`src/rtl/board_ctl_pkg.sv`:
```
package board_ctl_pkg;

    localparam int REG_W = 16;

    typedef enum logic {
        CAP_IDLE = 1'b0,
        CAP_HELD = 1'b1
    } cap_state_e;

    localparam logic [1:0] A_STAT = 2'd0;
    localparam logic [1:0] A_PCTL = 2'd1;
    localparam logic [1:0] A_PLOW = 2'd2;

    // control/status bit positions
    localparam int B_RST  = 15;
    localparam int B_AIR  = 14;
    localparam int B_ATN  = 13;
    localparam int B_IEN  = 12;
    localparam int B_PIEN = 11;
    localparam int B_PERR = 9;
    localparam int B_INT  = 8;
    localparam int B_AUX  = 5;
    localparam int B_M256 = 4;

    // parity control bit positions
    localparam int P_ACK  = 8;
    localparam int P_SRC  = 7;
    localparam int P_LANE = 6;

endpackage

```
`src/rtl/board_ctl_regs.sv`:
```
module board_ctl_regs
    import board_ctl_pkg::*;
#(
    parameter int HI_W = 4
) (
    input  logic                 clk,
    input  logic                 rst_n,
    input  logic                 wr_stat,
    input  logic [REG_W-1:0]     wdata,
    output logic                 board_rst,
    output logic                 on_air,
    output logic                 ien,
    output logic                 pien,
    output logic                 aux_bus_en,
    output logic                 mem256k,
    output logic [HI_W-1:0]      mem_hi_addr,
    output logic                 attn_pulse
);

    logic unused_wbits;
    assign unused_wbits = ^{wdata[10:6], wdata[HI_W +: (4 - HI_W + 1)]};

    always_ff @(posedge clk) begin
        if (!rst_n) begin
            board_rst   <= 1'b0;
            on_air      <= 1'b0;
            ien         <= 1'b0;
            pien        <= 1'b0;
            aux_bus_en  <= 1'b0;
            mem256k     <= 1'b0;
            mem_hi_addr <= '0;
            attn_pulse  <= 1'b0;
        end else begin
            attn_pulse <= wr_stat && wdata[B_ATN];
            if (wr_stat) begin
                board_rst   <= wdata[B_RST];
                on_air      <= wdata[B_AIR];
                ien         <= wdata[B_IEN];
                pien        <= wdata[B_PIEN];
                aux_bus_en  <= wdata[B_AUX];
                mem256k     <= wdata[B_M256];
                mem_hi_addr <= wdata[HI_W-1:0];
            end
        end
    end

endmodule

```
`src/rtl/board_ctl_capture.sv`:
```
module board_ctl_capture
    import board_ctl_pkg::*;
#(
    parameter int ADDR_W = 20
) (
    input  logic              clk,
    input  logic              rst_n,
    input  logic              ack,
    input  logic              par_evt,
    input  logic [ADDR_W-1:0] par_addr,
    input  logic              par_src,
    input  logic              par_lane,
    output logic              err_flag,
    output logic [ADDR_W-1:0] cap_addr,
    output logic              cap_src,
    output logic              cap_lane
);

    cap_state_e state_q, state_d;
    logic       load;

    // next-state logic
    always_comb begin
        state_d = state_q;
        load    = 1'b0;
        unique case (state_q)
            CAP_IDLE: begin
                if (par_evt) begin
                    state_d = CAP_HELD;   // capture
                    load    = 1'b1;
                end
            end
            CAP_HELD: begin
                if (ack) begin
                    state_d = CAP_IDLE;   // release; coincident event dropped
                end
            end
            default: state_d = CAP_IDLE;
        endcase
    end

    // state register
    always_ff @(posedge clk) begin
        if (!rst_n) state_q <= CAP_IDLE;
        else        state_q <= state_d;
    end

    // capture registers
    always_ff @(posedge clk) begin
        if (!rst_n) begin
            cap_addr <= '0;
            cap_src  <= 1'b0;
            cap_lane <= 1'b0;
        end else if (load) begin
            cap_addr <= par_addr;
            cap_src  <= par_src;
            cap_lane <= par_lane;
        end
    end

    // outputs
    always_comb begin
        err_flag = (state_q == CAP_HELD);
    end

endmodule

```
`src/rtl/board_ctl_irq.sv`:
```
module board_ctl_irq (
    input  logic clk,
    input  logic rst_n,
    input  logic ctl_irq_req,
    input  logic ien,
    input  logic pien,
    input  logic err_flag,
    output logic int_flag,
    output logic irq
);

    always_ff @(posedge clk) begin
        if (!rst_n) int_flag <= 1'b0;
        else        int_flag <= ctl_irq_req;
    end

    always_comb begin
        irq = (int_flag && ien) || (err_flag && pien);
    end

endmodule

```
`src/rtl/board_ctl.sv`:
```
module board_ctl
    import board_ctl_pkg::*;
#(
    parameter int ADDR_W = 20
) (
    input  logic              clk,
    input  logic              rst_n,
    input  logic              reg_we,
    input  logic [1:0]        reg_addr,
    input  logic [15:0]       reg_wdata,
    output logic [15:0]       reg_rdata,
    input  logic              ctl_irq_req,
    input  logic              par_evt,
    input  logic [ADDR_W-1:0] par_addr,
    input  logic              par_src,
    input  logic              par_lane,
    output logic              board_rst,
    output logic              on_air,
    output logic              attn_pulse,
    output logic              aux_bus_en,
    output logic              mem256k,
    output logic [ADDR_W-17:0] mem_hi_addr,
    output logic              irq
);

    localparam int HI_W = ADDR_W - 16;

    logic              wr_stat, ack;
    logic              ien, pien, int_flag, err_flag;
    logic [ADDR_W-1:0] cap_addr;
    logic              cap_src, cap_lane;
    logic [REG_W-1:0]  stat_word, pctl_word;

    assign wr_stat = reg_we && (reg_addr == A_STAT);
    assign ack     = reg_we && (reg_addr == A_PCTL) && reg_wdata[P_ACK];

    board_ctl_regs #(.HI_W(HI_W)) u_regs (
        .clk         (clk),
        .rst_n       (rst_n),
        .wr_stat     (wr_stat),
        .wdata       (reg_wdata),
        .board_rst   (board_rst),
        .on_air      (on_air),
        .ien         (ien),
        .pien        (pien),
        .aux_bus_en  (aux_bus_en),
        .mem256k     (mem256k),
        .mem_hi_addr (mem_hi_addr),
        .attn_pulse  (attn_pulse)
    );

    board_ctl_capture #(.ADDR_W(ADDR_W)) u_cap (
        .clk      (clk),
        .rst_n    (rst_n),
        .ack      (ack),
        .par_evt  (par_evt),
        .par_addr (par_addr),
        .par_src  (par_src),
        .par_lane (par_lane),
        .err_flag (err_flag),
        .cap_addr (cap_addr),
        .cap_src  (cap_src),
        .cap_lane (cap_lane)
    );

    board_ctl_irq u_irq (
        .clk         (clk),
        .rst_n       (rst_n),
        .ctl_irq_req (ctl_irq_req),
        .ien         (ien),
        .pien        (pien),
        .err_flag    (err_flag),
        .int_flag    (int_flag),
        .irq         (irq)
    );

    // readback
    always_comb begin
        stat_word           = '0;
        stat_word[B_RST]    = board_rst;
        stat_word[B_AIR]    = on_air;
        stat_word[B_IEN]    = ien;
        stat_word[B_PIEN]   = pien;
        stat_word[B_PERR]   = err_flag;
        stat_word[B_INT]    = int_flag;
        stat_word[B_AUX]    = aux_bus_en;
        stat_word[B_M256]   = mem256k;
        stat_word[HI_W-1:0] = mem_hi_addr;

        pctl_word           = '0;
        pctl_word[P_SRC]    = cap_src;
        pctl_word[P_LANE]   = cap_lane;
        pctl_word[HI_W-1:0] = cap_addr[ADDR_W-1:16];

        unique case (reg_addr)
            A_STAT:  reg_rdata = stat_word;
            A_PCTL:  reg_rdata = pctl_word;
            A_PLOW:  reg_rdata = cap_addr[15:0];
            default: reg_rdata = '0;
        endcase
    end

endmodule

```
`config.mk`:
```
export PLATFORM = sky130hd
export DESIGN_NAME = board_ctl
export DESIGN_NICKNAME = d
export VERILOG_FILES = /design/src/rtl/board_ctl_pkg.sv /design/src/rtl/board_ctl_regs.sv /design/src/rtl/board_ctl_capture.sv /design/src/rtl/board_ctl_irq.sv /design/src/rtl/board_ctl.sv
export SDC_FILE = /design/constraint.sdc
export NUM_CORES = 1
export LEC_CHECK = 0
export BUFFER_PORTS_ARGS = -buffer_cell sky130_fd_sc_hd__buf_2
export CAP_MARGIN = 20
export CORE_MARGIN = 10
export CORE_UTILIZATION = 50
export DETAILED_ROUTE_END_ITERATION = 7
export PLACE_DENSITY = 0.83
export SYNTH_ARGS = -nofsm -noshare
export SYNTH_HDL_FRONTEND = slang
export SYNTH_HIERARCHICAL = 1
export SYNTH_SLANG_ARGS = --single-unit
```
`constraint.sdc`:
```
create_clock -name clk -period 2.6 [get_ports clk]
set_input_delay 0.26 -clock clk [delete_from_list [all_inputs] [get_ports clk]]
set_output_delay 0.26 -clock clk [all_outputs]
set_load 0.1 [all_outputs]
```
## Yosys cells after proc, flatten, opt, wreduce, memory -nomap -nowiden

Cells that the tools add are included.

| word-level totals | value |
|---|---|
| output and inout port bits | 26 |
| bits in registers | 35 |
| logic and storage cells | 29 |

| cells by class | value |
|---|---|
| muxes and demuxes | 5 |
| bitwise operators | 1 |
| reduce and logical (&&, ||, !) cells | 8 |
| eq/ne operators | 2 |

Operators with widths:

| operator | number |
|---|---|
| 16-bit one-hot mux with 3 select lines | 1 |
| 1-bit logical AND | 6 |
| 1-bit 2-to-1 mux | 3 |
| 2-bit by 1-bit equality test with 1-bit output, second input constant | 1 |
| 2-bit equality test, second input constant | 1 |
| 2-bit logical NOT | 1 |
| 1-bit one-hot mux with 2 select lines | 1 |
| 1-bit logical OR | 1 |
| 1-bit inverter | 1 |

## Longest topological paths before layout

| depth | value |
|---|---|
| depth in word-level cells | 5 |
| mapped depth | 6 |
| gate-level depth less buffers | 3 |

## Cells and area by module

The synthesis kept the hierarchy.

By module, submodules not included:

| module | instances | area each (um2) | cells an instance |
|---|---|---|---|
| board_ctl_capture | 1 | 934.6 | 100 |
| board_ctl_regs | 1 | 405.4 | 34 |
| board_ctl | 1 | 277.8 | 35 |
| board_ctl_irq | 1 | 35.0 | 3 |

## Least setup slack after synthesis

No wires, ideal clock.

| timing | value |
|---|---|
| kind | reg-to-output |
| start point | register u_regs.mem_hi_addr[0] |
| end point | output port reg_rdata[0] |
| slack | -0.258 ns |
| arrival time | 2.598 ns |
| cell stages (with the launch flop) | 3 |
| cell sequence | dfxtp_1 -> mux2i_1 -> o2bb2ai_1 |

| between the ends | value |
|---|---|
| word-level cells in the longest chain between the ends | 1 |

Ends and longest elaborated chain:

| item | RTL line | text |
|---|---|---|
| from (decl) | board_ctl_regs.sv:16 | `output logic [HI_W-1:0] mem_hi_addr,` |
| from (signal assigned) | board_ctl_regs.sv:42 | `mem_hi_addr <= wdata[HI_W-1:0];` |
| 16-bit one-hot mux with 3 select lines | board_ctl.sv:95 | `unique case (reg_addr)` |
| to (decl) | board_ctl.sv:11 | `output logic [15:0] reg_rdata,` |

Every way passes these cells.

## Worst setup path in the final report

| timing | value |
|---|---|
| start point | input port reg_addr[0] |
| end point | output port reg_rdata[6] |

| between the ends | value |
|---|---|
| word-level cells in the longest chain between the ends | 2 |
| elaborated cells between the ends (all ways) | 4 |
| those cells by class | eq/ne (2); mux (1); reduce/logical (1) |

Ends and longest elaborated chain:

| item | RTL line | text |
|---|---|---|
| from (decl) | board_ctl.sv:9 | `input logic [1:0] reg_addr,` |
| 2-bit equality test (tied with other cells) | board_ctl.sv:95 |  |
| 16-bit one-hot mux with 3 select lines (*) | board_ctl.sv:95 |  |

Mark *: on every way between the ends. The rest lies on a longest branch, timed or not.

==> run_results.csv <==
group,metric,value,unit
outcome,outcome,"finished clean",
drt,drtIter0Drc,51,
floorplanning,core.rowCount,20,
timing,rsz0062_at_grt,"no",
timing,fin_crit_sh,0.6815,
drt,drtAntennaViolNets,0,
clock_network,clockRootBuffer,"clkbuf_4",
layout,diodes,0,
worst_setup_path,cp-end-kind,"primary output",
layout,fin_util,0.6629,
floorplanning,core_area,3103,µm²
layout,layout.nets,279,
clock_network,cts_tree,"done",
drt,num_vias,1339,
pwr,p_leak,0.9961,nW
drt,routed_wl,3914,µm
placement,dp.cells,271,
grt,grt_pass1_wl,6803,µm
synthesis,yosys-top-cells-area,"dfxtp_1 42%, mux2i_1 27%, nand2_1 10%, nor2b_1 4.5%, o2bb2ai_1 2.1%",
worst_setup_path,r2r-start,"u_cap/err_flag",
timing,max_slew.worst_pin.slew,0.8813,ns
clock_network,cts_max_level,2,
synthesis,ys_ff_latch,35,
drt,drc,0,
grt,grt_max_degree,58,
worst_setup_path,required,2.34,ns
worst_setup_path,arrival,1.51,ns
layout,drive_gt1_frac,0.3702,
floorplanning,die-area,6005,µm²
floorplanning,ios,71,
layout,fin_area,2057,µm²
synthesis,synth_seq_area_share,0.4239,
timing,timing.hold.ws,0.1191,ns
flow_run,maxCapViolCount,0,
grt,overflow,0,
grt,antenna_found_initial,0,
worst_setup_path,r2r_cells,3,
worst_setup_path,crit_end,"reg_rdata[6]",
synthesis,syn_area_per_cell,9.610,µm²
synthesis,synth_top_cell_by_area,"dfxtp_1",
layout,layoutNonFillerInstCount,279,
layout,final_common_cell,"buf_2",
drt,via_per_inst,4.799,
layout,top_regs,"u_cap/cap_addr (20), u_regs/mem_hi_addr (4)",
placement,dp_hpwl,2974,µm
pwr,ir_drop,361.8,µV
timing,fin_setup_tns,0,ns
synthesis,async_flop_share,0,
clock_network,cts_resized,0,
synthesis,synth_ff_type,"dfxtp_1",
timing,clock.fmax,0.5644,GHz
synthesis,synth_edf_count,0,
synthesis,synth_top_area_frac,0.4239,
clock_network,ctsHoldBuffers,0,
clock_network,ctsLongestPathBuffers,2,
worst_setup_path,rr_endpoint,"u_cap/cap_addr[0]",
clock_network,cts_setup_buffers,0,
pwr,p_per_area,578.5,nW/µm²
synthesis,syn-num-nets,217,
synthesis,yosysWarnings,6,
worst_setup_path,critPathKind,"primary input to primary output",
layout,final_cell_mix,"66 x buf_2, 44 x mux2i_1, 44 x nand2_1",
timing,finClkSkew,0.006524,ns
layout,regMostFlops,"u_cap/cap_addr",
worst_setup_path,rrSetupSlack,1.06,ns
worst_setup_path,critPathMaxFanout,16,
floorplanning,floorplan.initialDensity,0.5327,
worst_setup_path,cp-start-kind,"primary input",
placement,place_area,1988,µm²
worst_setup_path,critPathLaunch,"reg_addr[0]",
min_path,hold_class,"primary input to register",
synthesis,syn_inst,172,
grt,first_global_vias,1429,
synthesis,syn_area,1653,µm²
timing,hold_violations,0,
drt,routedWlPerCell,14.03,µm
floorplanning,dieWidth,77.50,µm
drt,first_pass_iters,4,
clock_network,path_clk_slew,0.10,ns
floorplanning,fp.dieH,77.50,µm
timing,period_minus_slack,1.772,ns
clock_network,clkSinkCount,35,
timing,setup_viol,0,
grt,grt_use_total,0.1345,
layout,area_growth,24.45,%
clock_network,clkLatencyLatePin,0.33,ns
timing,relSlewSlack,0.4124,
placement,port_buffers,66,
clock_network,cts_buffers,5,
synthesis,synth_cell_types,19,
timing,drv_slew,0,
layout,largest_reg_flops,20,
placement,gp_congestion,0.7048,
-- metal layers --
layer	share of wire	track usage	vias to the layer above
met5	0	0	-
met4	0.013	0.03832	0
met3	0.098	0.06912	7
met2	0.45	0.2149	47
met1	0.44	0.1543	589
li1	-	-	696
-- Yosys cell counts, types with 2 or more instances --
library cell and count:
buf_8 2, buf_4 2, mux2i_1 44, nor2b_1 12, and2_1 3, buf_6 3, nor2_1 8, dfxtp_1 35
a22o_1 3, o2bb2ai_1 4, nand2_1 44, buf_2 5
-- how the worst min path moves through the flow --
stage | startpoint | endpoint | slack, ns | cells after the start
6_report | ctl_irq_req | u_irq/int_flag | 0.12 | 2
5_1_grt | ctl_irq_req | u_irq/int_flag | 0.11 | 2
4_1_cts | ctl_irq_req | u_irq/int_flag | 0.1 | 2
3_5_place_dp | u_cap/cap_addr[3] | u_cap/cap_addr[3] | 0.45 | 2
3_3_place_gp | u_cap/cap_addr[13] | u_cap/cap_addr[13] | 0.44 | 2
2_1_floorplan | ctl_irq_req | u_irq/int_flag | 0.38 | 1
-- kinds of logic (layout without fill, tap and decap cells) --
group,Yosys count,after routing,share of synthesized area
simple gates,72,72,0.2029
mux,44,44,0.2665
flops,35,35,0.4239
buf+inv,13,76,0.06509
compound gates,8,8,0.04164
-- power breakdown --
group | leakage, nW | total, mW | internal (mW) | switching [mW]
clock network | 0.0386 | 0.328 | 0.159 | 0.168
logic | 0.670 | 0.276 | 0.0843 | 0.192
registers | 0.287 | 0.586 | 0.567 | 0.0187
-- final cells by class --
cell class | instances | area [µm²]
fill | 289 | 1046
multi-input combinational | 124 | 887.1
sequential | 35 | 700.7
timing repair buffer | 68 | 345.3
clock buffer | 8 | 68.82
tap | 44 | 55.05
-- worst max-delay path, cell delays in order --
cell and delay, ns:
buf_2 0.32, nor2b_4 0.33, a22o_1 0.18, buf_2 0.42
-- through the flow --
stage / setup slack [ns] / total power [mW]
2_1_floorplan: 0.2956 / 0.8243
3_3_place_gp: 0.8515 / 0.8725
3_5_place_dp: 0.8348 / 0.8768
4_1_cts: 0.8342 / 1.211
5_1_grt: 0.7543 / 1.261
6_report: 0.8281 / 1.190
No activity file was read; power rests on OpenSTA's default activity.
